===== src/rtl/regq_pkg.sv =====
package regq_pkg;

  typedef enum logic [3:0] {
    HR_BASE_LO  = 4'd0,
    HR_BASE_HI  = 4'd1,
    HR_LEN      = 4'd2,
    HR_RD_LO    = 4'd3,
    HR_RD_HI    = 4'd4,
    HR_WR_LO    = 4'd5,
    HR_WR_HI    = 4'd6,
    HR_CTRL     = 4'd7,
    HR_STATUS   = 4'd8,
    HR_IRQ_EN   = 4'd9,
    HR_IRQ_SET  = 4'd10,
    HR_IRQ_CLR  = 4'd11,
    HR_IRQ_PEND = 4'd12
  } hostReg_e;

  typedef enum logic [2:0] {
    ST_HDR,
    ST_CNT,
    ST_DATA,
    ST_PAD,
    ST_NOP,
    ST_HALT
  } fetchState_e;

  // strobes from the sequencer to the datapath
  typedef struct packed {
    logic consume;
    logic takeHeader;
    logic takeCount;
    logic emit;
    logic fault;
  } strobe_t;

  localparam int STAT_IDLE_BIT = 2;
  localparam int STAT_OK_BIT   = 3;
  localparam int KIB_WORD_SHIFT = 9;  // 1 KiB = 512 words

endpackage


===== src/rtl/regq_ctrl.sv =====
module regq_ctrl
  import regq_pkg::*;
(
  input  logic        clk,
  input  logic        rstN,
  input  logic        avail,
  input  logic [15:0] word,
  input  logic        cntOne,
  input  logic        cntOdd,
  output strobe_t     strb
);

  fetchState_e stateQ, stateD;

  always_comb begin
    strb   = '0;
    stateD = stateQ;
    unique case (stateQ)
      ST_HDR: if (avail) begin
        if (word[15]) begin
          strb.consume    = 1'b1;
          strb.takeHeader = 1'b1;
          stateD          = ST_CNT;
        end else if (word == 16'h0000) begin
          strb.consume = 1'b1;
          stateD       = ST_NOP;
        end else begin
          strb.fault = 1'b1;
          stateD     = ST_HALT;
        end
      end
      ST_NOP: if (avail) begin
        strb.consume = 1'b1;
        stateD       = ST_HDR;
      end
      ST_CNT: if (avail) begin
        strb.consume   = 1'b1;
        strb.takeCount = 1'b1;
        stateD         = (word == 16'h0000) ? ST_HDR : ST_DATA;
      end
      ST_DATA: if (avail) begin
        strb.consume = 1'b1;
        strb.emit    = 1'b1;
        if (cntOne) stateD = cntOdd ? ST_PAD : ST_HDR;
      end
      ST_PAD: if (avail) begin
        strb.consume = 1'b1;
        stateD       = ST_HDR;
      end
      ST_HALT: stateD = ST_HALT;
      default: stateD = ST_HDR;
    endcase
  end

  always_ff @(posedge clk or negedge rstN) begin
    if (!rstN) stateQ <= ST_HDR;
    else       stateQ <= stateD;
  end

endmodule


===== src/rtl/regq_datapath.sv =====
module regq_datapath
  import regq_pkg::*;
#(
  parameter int PTR_W  = 19,
  parameter int BASE_W = 23,
  parameter int LEN_W  = 9,
  parameter int REG_AW = 15
) (
  input  logic              clk,
  input  logic              rstN,
  input  logic [3:0]        hostAddr,
  input  logic              hostWrEn,
  input  logic [15:0]       hostWrData,
  output logic [15:0]       hostRdData,
  output logic [BASE_W-2:0] memAddr,
  input  logic [15:0]       memRdData,
  output logic              regWrValid,
  output logic [REG_AW-1:0] regWrAddr,
  output logic [15:0]       regWrData,
  output logic              irq,
  input  strobe_t           strb,
  output logic              avail,
  output logic [15:0]       word,
  output logic              cntOne,
  output logic              cntOdd,
  output logic [PTR_W-2:0]  rdWord,
  output logic [LEN_W-1:0]  lenQ,
  output logic              faultQ,
  output logic              runEn
);

  localparam int WP_W  = PTR_W - 1;   // pointers kept in words
  localparam int HI_W  = PTR_W - 16;  // significant high-half bits
  localparam int BHI_W = BASE_W - 16;

  logic [BASE_W-2:0] baseQ;
  logic [WP_W-1:0]   wrWord;
  logic [HI_W-1:0]   wrHiStage;
  logic              irqEn, irqPend, idlePrev, idle;
  logic [REG_AW-1:0] regBase;
  logic [15:0]       remain;
  logic [WP_W-1:0]   rdNext;
  logic              atWrap, setEvt, clrEvt;
  hostReg_e          hReg;

  assign hReg   = hostReg_e'(hostAddr);
  assign word   = memRdData;
  assign memAddr = baseQ + (BASE_W-1)'(rdWord);
  assign avail  = runEn && (rdWord != wrWord);
  assign cntOne = (remain == 16'd1);
  assign idle   = (rdWord == wrWord) && !regWrValid;
  assign rdNext = rdWord + 1'b1;
  assign atWrap = (32'(rdNext) == ((32'(lenQ) + 32'd1) << KIB_WORD_SHIFT));
  assign setEvt = (idle && !idlePrev) ||
                  (hostWrEn && hReg == HR_IRQ_SET && hostWrData[0]);
  assign clrEvt = hostWrEn && hReg == HR_IRQ_CLR && hostWrData[0];
  assign irq    = irqPend && irqEn;

  // host-visible configuration and write-pointer commit
  always_ff @(posedge clk or negedge rstN) begin
    if (!rstN) begin
      baseQ     <= '0;
      lenQ      <= '0;
      wrWord    <= '0;
      wrHiStage <= '0;
      runEn     <= 1'b0;
      irqEn     <= 1'b0;
    end else if (hostWrEn) begin
      unique case (hReg)
        HR_BASE_LO: baseQ[14:0]         <= hostWrData[15:1];
        HR_BASE_HI: baseQ[BASE_W-2:15]  <= hostWrData[BHI_W-1:0];
        HR_LEN:     lenQ                <= hostWrData[LEN_W-1:0];
        HR_WR_HI:   wrHiStage           <= hostWrData[HI_W-1:0];
        HR_WR_LO:   wrWord              <= {wrHiStage, hostWrData[15:1]};
        HR_CTRL:    runEn               <= hostWrData[0];
        HR_IRQ_EN:  irqEn               <= hostWrData[0];
        default: ;
      endcase
    end
  end

  // read pointer, packet latches and register-write stage
  always_ff @(posedge clk or negedge rstN) begin
    if (!rstN) begin
      rdWord     <= '0;
      regBase    <= '0;
      remain     <= '0;
      cntOdd     <= 1'b0;
      regWrValid <= 1'b0;
      regWrAddr  <= '0;
      regWrData  <= '0;
      faultQ     <= 1'b0;
    end else begin
      regWrValid <= strb.emit;
      if (strb.consume)    rdWord  <= atWrap ? '0 : rdNext;
      if (strb.takeHeader) regBase <= word[REG_AW-1:0];
      if (strb.takeCount) begin
        remain <= word;
        cntOdd <= word[0];
      end
      if (strb.emit) begin
        regWrAddr <= regBase;
        regWrData <= word;
        regBase   <= regBase + 1'b1;
        remain    <= remain - 16'd1;
      end
      if (strb.fault) faultQ <= 1'b1;
    end
  end

  // completion interrupt: a new event beats an acknowledge
  always_ff @(posedge clk or negedge rstN) begin
    if (!rstN) begin
      irqPend  <= 1'b0;
      idlePrev <= 1'b1;
    end else begin
      idlePrev <= idle;
      if (setEvt)      irqPend <= 1'b1;
      else if (clrEvt) irqPend <= 1'b0;
    end
  end

  always_comb begin
    hostRdData = '0;
    unique case (hReg)
      HR_BASE_LO:  hostRdData = {baseQ[14:0], 1'b0};
      HR_BASE_HI:  hostRdData = 16'(baseQ[BASE_W-2:15]);
      HR_LEN:      hostRdData = 16'(lenQ);
      HR_RD_LO:    hostRdData = {rdWord[14:0], 1'b0};
      HR_RD_HI:    hostRdData = 16'(rdWord[WP_W-1:15]);
      HR_WR_LO:    hostRdData = {wrWord[14:0], 1'b0};
      HR_WR_HI:    hostRdData = 16'(wrWord[WP_W-1:15]);
      HR_CTRL:     hostRdData = 16'(runEn);
      HR_STATUS: begin
        hostRdData[STAT_IDLE_BIT] = idle;
        hostRdData[STAT_OK_BIT]   = !faultQ;
      end
      HR_IRQ_EN:   hostRdData = 16'(irqEn);
      HR_IRQ_PEND: hostRdData = 16'(irqPend);
      default:     hostRdData = '0;
    endcase
  end

endmodule


===== src/rtl/regq_engine.sv =====
module regq_engine
  import regq_pkg::*;
#(
  parameter int PTR_W  = 19,
  parameter int BASE_W = 23,
  parameter int LEN_W  = 9,
  parameter int REG_AW = 15
) (
  input  logic              clk,
  input  logic              rstN,
  input  logic [3:0]        hostAddr,
  input  logic              hostWrEn,
  input  logic [15:0]       hostWrData,
  output logic [15:0]       hostRdData,
  output logic [BASE_W-2:0] memAddr,
  input  logic [15:0]       memRdData,
  output logic              regWrValid,
  output logic [REG_AW-1:0] regWrAddr,
  output logic [15:0]       regWrData,
  output logic              irq
);

  strobe_t          strb;
  logic             avail, cntOne, cntOdd, faultQ, runEn;
  logic [15:0]      word;
  logic [PTR_W-2:0] rdWord;
  logic [LEN_W-1:0] lenQ;

  regq_ctrl i_ctrl (
    .clk    (clk),
    .rstN   (rstN),
    .avail  (avail),
    .word   (word),
    .cntOne (cntOne),
    .cntOdd (cntOdd),
    .strb   (strb)
  );

  regq_datapath #(
    .PTR_W  (PTR_W),
    .BASE_W (BASE_W),
    .LEN_W  (LEN_W),
    .REG_AW (REG_AW)
  ) i_dp (
    .clk        (clk),
    .rstN       (rstN),
    .hostAddr   (hostAddr),
    .hostWrEn   (hostWrEn),
    .hostWrData (hostWrData),
    .hostRdData (hostRdData),
    .memAddr    (memAddr),
    .memRdData  (memRdData),
    .regWrValid (regWrValid),
    .regWrAddr  (regWrAddr),
    .regWrData  (regWrData),
    .irq        (irq),
    .strb       (strb),
    .avail      (avail),
    .word       (word),
    .cntOne     (cntOne),
    .cntOdd     (cntOdd),
    .rdWord     (rdWord),
    .lenQ       (lenQ),
    .faultQ     (faultQ),
    .runEn      (runEn)
  );

endmodule


===== config.mk =====
export PLATFORM = sky130hd
export DESIGN_NAME = regq_engine
export DESIGN_NICKNAME = d
export VERILOG_FILES = /design/src/rtl/regq_pkg.sv /design/src/rtl/regq_ctrl.sv /design/src/rtl/regq_datapath.sv /design/src/rtl/regq_engine.sv
export SDC_FILE = /design/constraint.sdc
export NUM_CORES = 1
export LEC_CHECK = 0
export BUFFER_PORTS_ARGS = -buffer_cell sky130_fd_sc_hd__buf_2
export CORE_MARGIN = 2
export CORE_UTILIZATION = 53
export CTS_CLUSTER_DIAMETER = 150
export DETAILED_ROUTE_END_ITERATION = 10
export HOLD_SLACK_MARGIN = 0.08
export PLACE_DENSITY_LB_ADDON = 0.12
export SLEW_MARGIN = 20
export SYNTH_ARGS = -nofsm -noshare
export SYNTH_HDL_FRONTEND = slang
export SYNTH_SLANG_ARGS = --single-unit

===== constraint.sdc =====
create_clock -name clk -period 2.5 [get_ports clk]
set_clock_uncertainty 0.05 [all_clocks]
set_input_delay 0.25 -clock clk [delete_from_list [all_inputs] [get_ports clk]]
set_output_delay 0.25 -clock clk [all_outputs]
set_load 0.05 [all_outputs]

# Word level (Yosys, flattened, before mapping)
# Cells that the tools add are included.
# op_classes
eq_ne,26
muxes,33
n_reduce_logical,28
add_sub_neg,5
# op_table
op,n
$pmux W12 S5,1
$eq A18 B32 Y1,1
$mux W16,2
$mux W15,2
$add A22 B18 Y22,1
$eq A4 B4 Y1 const B,5
$pmux W2 S10,1
$add A18 B1 Y18 const B,1
$eq A18 B18 Y1,1
$mux W18,1
$mux W3,6
$ne A18 B18 Y1,1
$eq A16 B1 Y1 const B,1
$eq A4 B3 Y1 const B,4
$logic_not A16 Y1,1
$pmux W2 S8,1
$sub A16 B1 Y16 const B,1
$add A15 B1 Y15 const B,1
$pmux W3 S5,1
$mux W1,14
$reduce_and A2 Y1,7
$add A9 B1 Y10 const B,1
$eq A4 B2 Y1 const B,2
$logic_and A1 B1 Y1,8
other kinds (16),27
# word_totals
input_bits,39
regBits,142

# Logic depth before layout (Yosys ltp)
# Gate-level depths: netlist (run 1).
# logic_depth
ltp_word,7
ltp_mapped,10
ltp_nobuf,10

# Hierarchy
# A second synthesis (run 1) with hierarchy kept.
# unflattened
hier_cells,913
hier_area_um2,9107.5
# modules_own_cells
mod,cells_each,n_inst,seq_area_each_um2,area_each_um2
regq_datapath,877,1,3479.6,8808.4
regq_ctrl,36,1,75.1,299.0

# Worst setup path before layout (run 1)
# Ideal clock, no wire load.
# synth_timing
kind,register to output
start,reg i_dp.rdWord[0]
end,out memAddr[18]
setup_slack_ns,-0.543
path_stages_with_launch,11
required_time_ns,2.200
arrival_time_ns,2.743
cell_sequence,dfrtp_1 -> ha_1 -> inv_1 -> fa_1 -> nor2b_1 -> o31a_1 -> o41ai_1 -> o211ai_1 -> a311o_1 -> a21oi_1 -> xnor2_1
# synth_between
elab_chain_len,1
# synth_rtl
element,line,source
"start, declared",regq_datapath.sv:26,"output logic [PTR_W-2:0] rdWord,"
"start signal, assigned",regq_datapath.sv:95,if (strb.consume) rdWord <= atWrap ? '0 : rdNext;
$add A22 B18 Y22,regq_datapath.sv:48,assign memAddr = baseQ + (BASE_W-1)'(rdWord);
"end, declared",regq_engine.sv:15,"output logic [BASE_W-2:0] memAddr,"
# No other way between the ends.

# Worst setup path in the final report (run 1)
# Same ends and word-level chain as after synthesis.

==> results of run 1 <==
[power by group through the flow]
stage / combinational, mW / clock [mW] / sequential, mW
final: 7.04 / 2.77 / 3.73
after global routing: 7.46 / 2.88 / 3.83
after CTS: 6.45 / 2.78 / 3.69
after detailed placement: 5.79 / 0 / 3.69
after global placement: 5.71 / 0 / 3.67
after floorplan: 3.19 / 0 / 4.35
[state kept, by name, summed over array words and instances (netlist names)]
| register | flops |
|---|---|
| i_dp.wrWord | 18 |
| i_dp.regWrValid | 1 |
| i_dp.regWrAddr | 15 |
| i_dp.remain | 16 |
| i_dp.irqPend | 1 |
| i_dp.regBase | 15 |
| i_dp.wrHiStage | 3 |
| i_dp.lenQ | 9 |
| i_dp.baseQ | 22 |
| i_ctrl.stateQ | 3 |
| i_dp.faultQ | 1 |
| i_dp.cntOdd | 1 |
| i_dp.irqEn | 1 |
| i_dp.rdWord | 18 |
| i_dp.runEn | 1 |
| i_dp.regWrData | 16 |
| i_dp.idlePrev | 1 |
[synth_stat cells, drive strengths merged, types with 4 or more instances]
| master | count | area, µm² |
|---|---|---|
| nand3 | 36 | 185 |
| nor4 | 27 | 199 |
| o21bai | 4 | 30.0 |
| buf | 26 | 141 |
| o21a | 5 | 37.5 |
| o22a | 8 | 70.1 |
| a22oi | 14 | 105 |
| nor3 | 24 | 120 |
| and3 | 9 | 56.3 |
| nand2 | 148 | 556 |
| xor2 | 29 | 254 |
| or4 | 5 | 48.8 |
| nor3b | 8 | 60.1 |
| a222oi | 7 | 70.1 |
| clkbuf | 29 | 109 |
| and4 | 5 | 43.8 |
| nor2b | 9 | 56.3 |
| a31oi | 6 | 37.5 |
| o22ai | 15 | 93.8 |
| nand2b | 6 | 37.5 |
| nand4 | 18 | 119 |
| xnor2 | 34 | 298 |
| dfrtp | 141 | 3530 |
| a21o | 9 | 67.6 |
| o221ai | 5 | 43.8 |
| o2111ai | 4 | 35.0 |
| mux2i | 11 | 110 |
| a211oi | 8 | 60.1 |
| a21oi | 45 | 225 |
| ha | 23 | 288 |
| nor2 | 56 | 210 |
| inv | 32 | 120 |
| mux2 | 55 | 619 |
| or2 | 5 | 31.3 |
| o211ai | 12 | 90.1 |
| o311ai | 7 | 61.3 |
| o21ai | 37 | 189 |
[routing by layer]
layer | wire [µm] | global-route usage, % | share of wire [%]
met1 | 11600 | 39.7 | 38
met4 | 1720 | 18.0 | 5.7
met2 | 15200 | 55.0 | 50
met3 | 1720 | 5.67 | 5.7
met5 | 0 | 0 | 0
[metrics by stage]
stage / cells / setup TNS [ps] / power, mW / hold slack [ps] / area [µm²]
2_1_floorplan: 958 / -412 / 7.55 / -95.6 / 8970
3_3_place_gp: 1400 / -7630 / 9.38 / 125 / 10800
3_5_place_dp: 1400 / -9330 / 9.48 / 125 / 10800
4_1_cts: 1470 / -10310 / 12.9 / 83.1 / 12400
5_1_grt: 1494 / -22110 / 14.2 / 83.7 / 13100
6_report: 1494 / -14080 / 13.5 / 94.5 / 13100
[cell type report]
| type | count | share of cell area (%) |
|---|---|---|
| timing repair buffer | 339 | 20.4 |
| sequential | 142 | 27.2 |
| clock inverter | 15 | 1.60 |
| inverter | 33 | 1.03 |
| tap | 220 | 2.11 |
| clock buffer | 17 | 3.26 |
| multi-input combinational | 728 | 44.4 |
[repair_timing]
item | 4_1_cts | 5_1_grt
setup endpoints to repair | 78 | 103
buffers inserted | 22 | 34
resized for setup | 137 | 114
cloned | 0 | 2
hold endpoints to repair | 65 | 0
pin swaps | 32 | 45
hold buffers | 19 | 0
[logic make-up (layout without fill, tap and decap cells)]
group,count (synthesis),in the layout,synth area share [%]
compound gates,209,209,16.3
xor+xnor,64,64,6.55
fa+ha+maj,24,24,3.51
buf+inv,88,404,4.27
flops,142,142,40.6
mux,67,67,8.58
simple gates,364,364,20.3
[final timing paths]
kind / end / startpoint / slack, ps
max reg2reg: i_dp.rdWord[12] / i_dp.rdWord[0] / -330
max: memAddr[18] / i_dp.rdWord[0] / -880
min: i_dp.wrWord[5] / hostWrData[6] / 90
min reg2reg: i_dp.regWrAddr[6] / i_dp.regWrAddr[6] / 420
min in group asynchronous: i_dp.rdWord[7] / rstN / 250
max in group asynchronous: i_dp.remain[14] / rstN / 1360
==> flow_summary.json, run 1 <==
{
  "tritoncts": "done",
  "clock_latency_ps": 440,
  "dieArea_um2": 17600,
  "grt_pass1_vias": 8722,
  "register_area_um2": 3560,
  "io_pins": 110,
  "synth_warnings": 0,
  "ys.flop_type": "dfrtp_1",
  "crit_type": "flip-flop to primary output",
  "worst_slew_pin_slew_ps": 721,
  "synth_nets": 1021,
  "syn_inst": 958,
  "syn_to_final_growth_pct": 49.0,
  "synth-seq-cells": 142,
  "syn_area_per_cell_um2": 9.15,
  "slowest_delay_ps": 390,
  "netlist-cell-type-count": 72,
  "finalHoldViolCount": 0,
  "ys_seq_area_share_pct": 40.6,
  "finalSetupViolCount": 76,
  "grt_max_degree": 73,
  "min_path_type": "primary input to flip-flop",
  "maxSlewHeadroom_pct": 51.7,
  "start_kind": "flip-flop",
  "cp.arrival_ps": 3080,
  "grt_pass1_wl_mm": 45.3,
  "setup_slack_ps": -882,
  "clock_path_buffers": 2,
  "portBuffers": 109,
  "worst_ep_required_time_ps": 2200,
  "grt_usage_pct": 32.6,
  "fillers": 981,
  "rsz0062_at_grt": "true",
  "die_w_um": 133,
  "swShare_pct": 44.2,
  "drt-total-wl_mm": 30.2,
  "final_common_cell": "buf_4",
  "initial_core_util_pct": 53.6,
  "async_flop_share_pct": 100,
  "internal_power_mw": 7.56,
  "multi_input_area_um2": 5800,
  "fin_crit_ps": 3380,
  "synth-edff-count": 0,
  "synth_area_um2": 8770,
  "route.detailed.drc": 0,
  "path_depth": 12,
  "dp_hpwl_mm": 19.3,
  "p_comb_share_pct": 52.0,
  "final_util_pct": 79.9,
  "clk_pin_slew_worst_paths_ps": 60,
  "cp_top_family": "compound AO/OA/AOI/OAI gates",
  "grt-ovfl-total": 0,
  "rows": 47,
  "pre_cts_slack_ps": -597,
  "pwr-share-seq_pct": 27.6,
  "leakagePower_nw": 6.08,
  "violations": "negative setup slack",
  "drt_iter0_drc": 692,
  "antenna_found_initial": 0,
  "power.switching_mw": 5.98,
  "numCtsBuffers": 17,
  "place_congestion": 0.945,
  "reg2regPathDepth": 12,
  "nets": 1324,
  "core_um2": 16300,
  "status": "finished, violations left",
  "critPathMaxFanout": 5,
  "path_cells": "ha_2 -> inv_2 -> fa_2 -> nor2b_2 -> o31a_1 -> o41ai_4 -> o211ai_1 -> buf_4 -> a311o_1 -> a21oi_4 -> xnor2_4 -> buf_6",
  "drive_gt1_share_pct": 43.1,
  "period_share_pct": 135,
  "whs_path_depth": 2,
  "final_cell_mix": "170 x buf_4, 139 x dfrtp_1, 136 x nand2_1",
  "end_kind": "primary output",
  "viasPerCell": 6.08,
  "via_count": 9080,
  "clock-sinks": 142,
  "h-tree-depth": 4,
  "cap_violations": 0,
  "max-vdd-ir-drop_uv": 907,
  "critPathBufInv": 3,
  "fp.dieH_um": 133,
  "fmaxAchievable_ghz": 0.296,
  "pwr-share-clk_pct": 20.4,
  "firstDrtPassIters": 8,
  "ant_nets": 0,
  "root_buffer": "clkbuf_16",
  "slowest_stage": "dfrtp_1",
  "wl_per_cell_um": 20.2,
  "report.final.slew_viol_count": 0,
  "power_density_nw_per_um2": 1040,
  "diodes": 0
}
Note: power is estimated with default switching activity, not from simulation.
==> run 2, diff against run 1 <==
RECOVER_POWER = 100   (was unset)
==> run 2 against run 1 <==
Against the previous run:
- routed wire length increased by 0.36%
- fmax about the same
- critical endpoint unchanged
- largest cell class unchanged
- count of clock-buffer cells in the layout unchanged
- combinational power down 2%
- the run ends with max-capacitance violations, max-slew violations, negative setup slack left
- hold slack better by 3.8 ps
==> flow_summary.json, run 2 (synthesis gave the netlist of run 1 again) <==
{
  "status": "finished, violations left",
  "violations": "max-capacitance violations, max-slew violations, negative setup slack",
  "power_density_nw_per_um2": 1040,
  "diodes": 0,
  "clk_pin_slew_worst_paths_ps": 60,
  "dieArea_um2": 17600,
  "final_cell_mix": "163 x buf_4, 139 x dfrtp_1, 136 x nand2_1",
  "r2r_slack_ps": -390,
  "fmaxAchievable_ghz": 0.296,
  "dpl_cell_area_um2": 10800,
  "worst_ep_required_time_ps": 2200,
  "io_pins": 110,
  "nets": 1324,
  "initial_core_util_pct": 53.6,
  "report.final.slew_viol_count": 37,
  "syn_to_final_growth_pct": 48.0,
  "setup_slack_ps": -882,
  "fin_crit_ps": 3380,
  "reg.largest.list": "i_dp.baseQ x22, i_dp.rdWord x18, i_dp.wrWord x18",
  "largest_register": "i_dp.baseQ",
  "finalSetupViolCount": 106,
  "numCtsBuffers": 17,
  "core_um2": 16300,
  "drt-total-wl_mm": 30.4,
  "firstDrtPassIters": 6,
  "internal_power_mw": 7.46,
  "largest_register_ffs": 22,
  "worst_slew_pin_slew_ps": 1770,
  "portBuffers": 109,
  "power.switching_mw": 5.98,
  "critPathMaxFanout": 5,
  "hold_end": "i_dp.wrWord[5]",
  "h-tree-depth": 4,
  "rr_startpoint": "i_dp.rdWord[1]",
  "clock-sinks": 142,
  "grt_max_degree": 73,
  "rows": 47,
  "reg2regPathDepth": 12,
  "die_w_um": 133,
  "fin_cells": 1494,
  "swShare_pct": 44.5,
  "cp.arrival_ps": 3080,
  "end_kind": "primary output",
  "crit_type": "flip-flop to primary output",
  "root_buffer": "clkbuf_16",
  "wl_per_cell_um": 20.3,
  "maxSlewHeadroom_pct": -17.8,
  "grt-ovfl-total": 0,
  "drt_iter0_drc": 744,
  "grt_pass1_vias": 8722,
  "leakagePower_nw": 5.94,
  "final_common_cell": "buf_4",
  "finalPower_mw": 13.4,
  "rsz0062_at_grt": "true",
  "hold_start": "hostWrData[6]",
  "fp.dieH_um": 133,
  "dp.cells": 1400,
  "drive_gt1_share_pct": 39.5,
  "route.detailed.drc": 0,
  "max-vdd-ir-drop_uv": 889,
  "pre_cts_slack_ps": -597,
  "clock_path_buffers": 2,
  "antenna_found_initial": 0,
  "p_comb_share_pct": 51.6,
  "pwr-share-seq_pct": 27.8,
  "ant_nets": 0,
  "stdcell_area_um2": 13000,
  "whs_path_depth": 2,
  "period_share_pct": 135,
  "place_congestion": 0.945,
  "viasPerCell": 6.08,
  "via_count": 9079,
  "pwr-share-clk_pct": 20.6,
  "dp_hpwl_mm": 19.3,
  "grt_usage_pct": 32.6,
  "start_kind": "flip-flop",
  "finalHoldViolCount": 0,
  "r2r_end": "i_dp.remain[4]",
  "cap_violations": 1,
  "grt_pass1_wl_mm": 45.3,
  "clock_latency_ps": 440,
  "tritoncts": "done",
  "min_path_type": "primary input to flip-flop"
}
[run 2: changes by cell type in the layout (fill, tap and decap cells not counted)]
cell           before  now
mux2_2             54   51
clkbuf_2            0    5
nor4_4              6    5
nor4_2              8    7
buf_4             170  163
mux2_1              0    3
clkbuf_1            0   40
clkbuf_4            0    2
nor4_1             13   15
dlygate4sd2_1       0    1
buf_2              90   50
buf_6              48   47
[run 2: timing repair]
action | in CTS | in global routing
setup endpoints to repair | 78 | 103
pin swaps | 32 | 45
endpoints found under the hold margin | 65 | 0
gates resized for setup | 137 | 114
hold buffers | 19 | 0
setup buffers | 22 | 34
cloned | 0 | 2
[run 2: per-stage QoR]
step                TNS, ps  hold slack (ps)  utilization, %
CTS                  -10310             83.1            75.8
detailed placement    -9330              125            66.3
global placement      -7630              125            66.3
floorplan              -412            -95.6               -
global route         -49310             83.7            79.4
finish               -29800             98.3            79.4
[run 2: metal layers]
metal | GRT usage [%] | routed length, µm | vias up
met3 | 5.67 | 1790 | 119
met4 | 18.0 | 1720 | 0
met2 | 55.0 | 15300 | 411
li1 | - | - | 4101
met5 | 0 | 0 | -
met1 | 39.7 | 11600 | 4448
[run 2: cell type report]
type / count / area [µm²]
clock buffers: 17 / 425
clock inverters: 15 / 209
fillers: 1014 / 3380
inverters: 33 / 134
multi-input cells: 728 / 5770
flip-flops and latches: 142 / 3560
well taps: 220 / 275
repair buffers: 339 / 2600
[run 2: power by group through the flow]
stage                     clock network (mW)  logic [mW]  registers (mW)
after detailed placement                   0        5.79            3.69
after global placement                     0        5.71            3.67
after floorplan                            0        3.19            4.35
final                                   2.77        6.93            3.74
after CTS                               2.78        6.45            3.69
after global routing                    2.88        7.36            3.83
[run 2: critical path: stages, from the launching register on]
cell and delay, ps:
dfrtp_1 390, ha_2 190, inv_2 50, fa_2 210, nor2b_2 50, o31a_1 320
o41ai_4 270, o211ai_1 150, buf_4 190, a311o_1 300, a21oi_4 200, xnor2_4 140
buf_6 170
[run 2: how the worst max path moves through the flow]
stage	from	slack, ps	depth (start not counted)	end
after floorplan	i_dp.baseQ[0]	-120	10	memAddr[18]
after global placement	i_dp.baseQ[0]	-550	11	memAddr[18]
after detailed placement	i_dp.baseQ[0]	-600	11	memAddr[18]
after CTS	i_dp.baseQ[0]	-860	12	memAddr[18]
after global routing	i_dp.baseQ[0]	-980	12	memAddr[18]
final	i_dp.rdWord[0]	-880	12	memAddr[18]
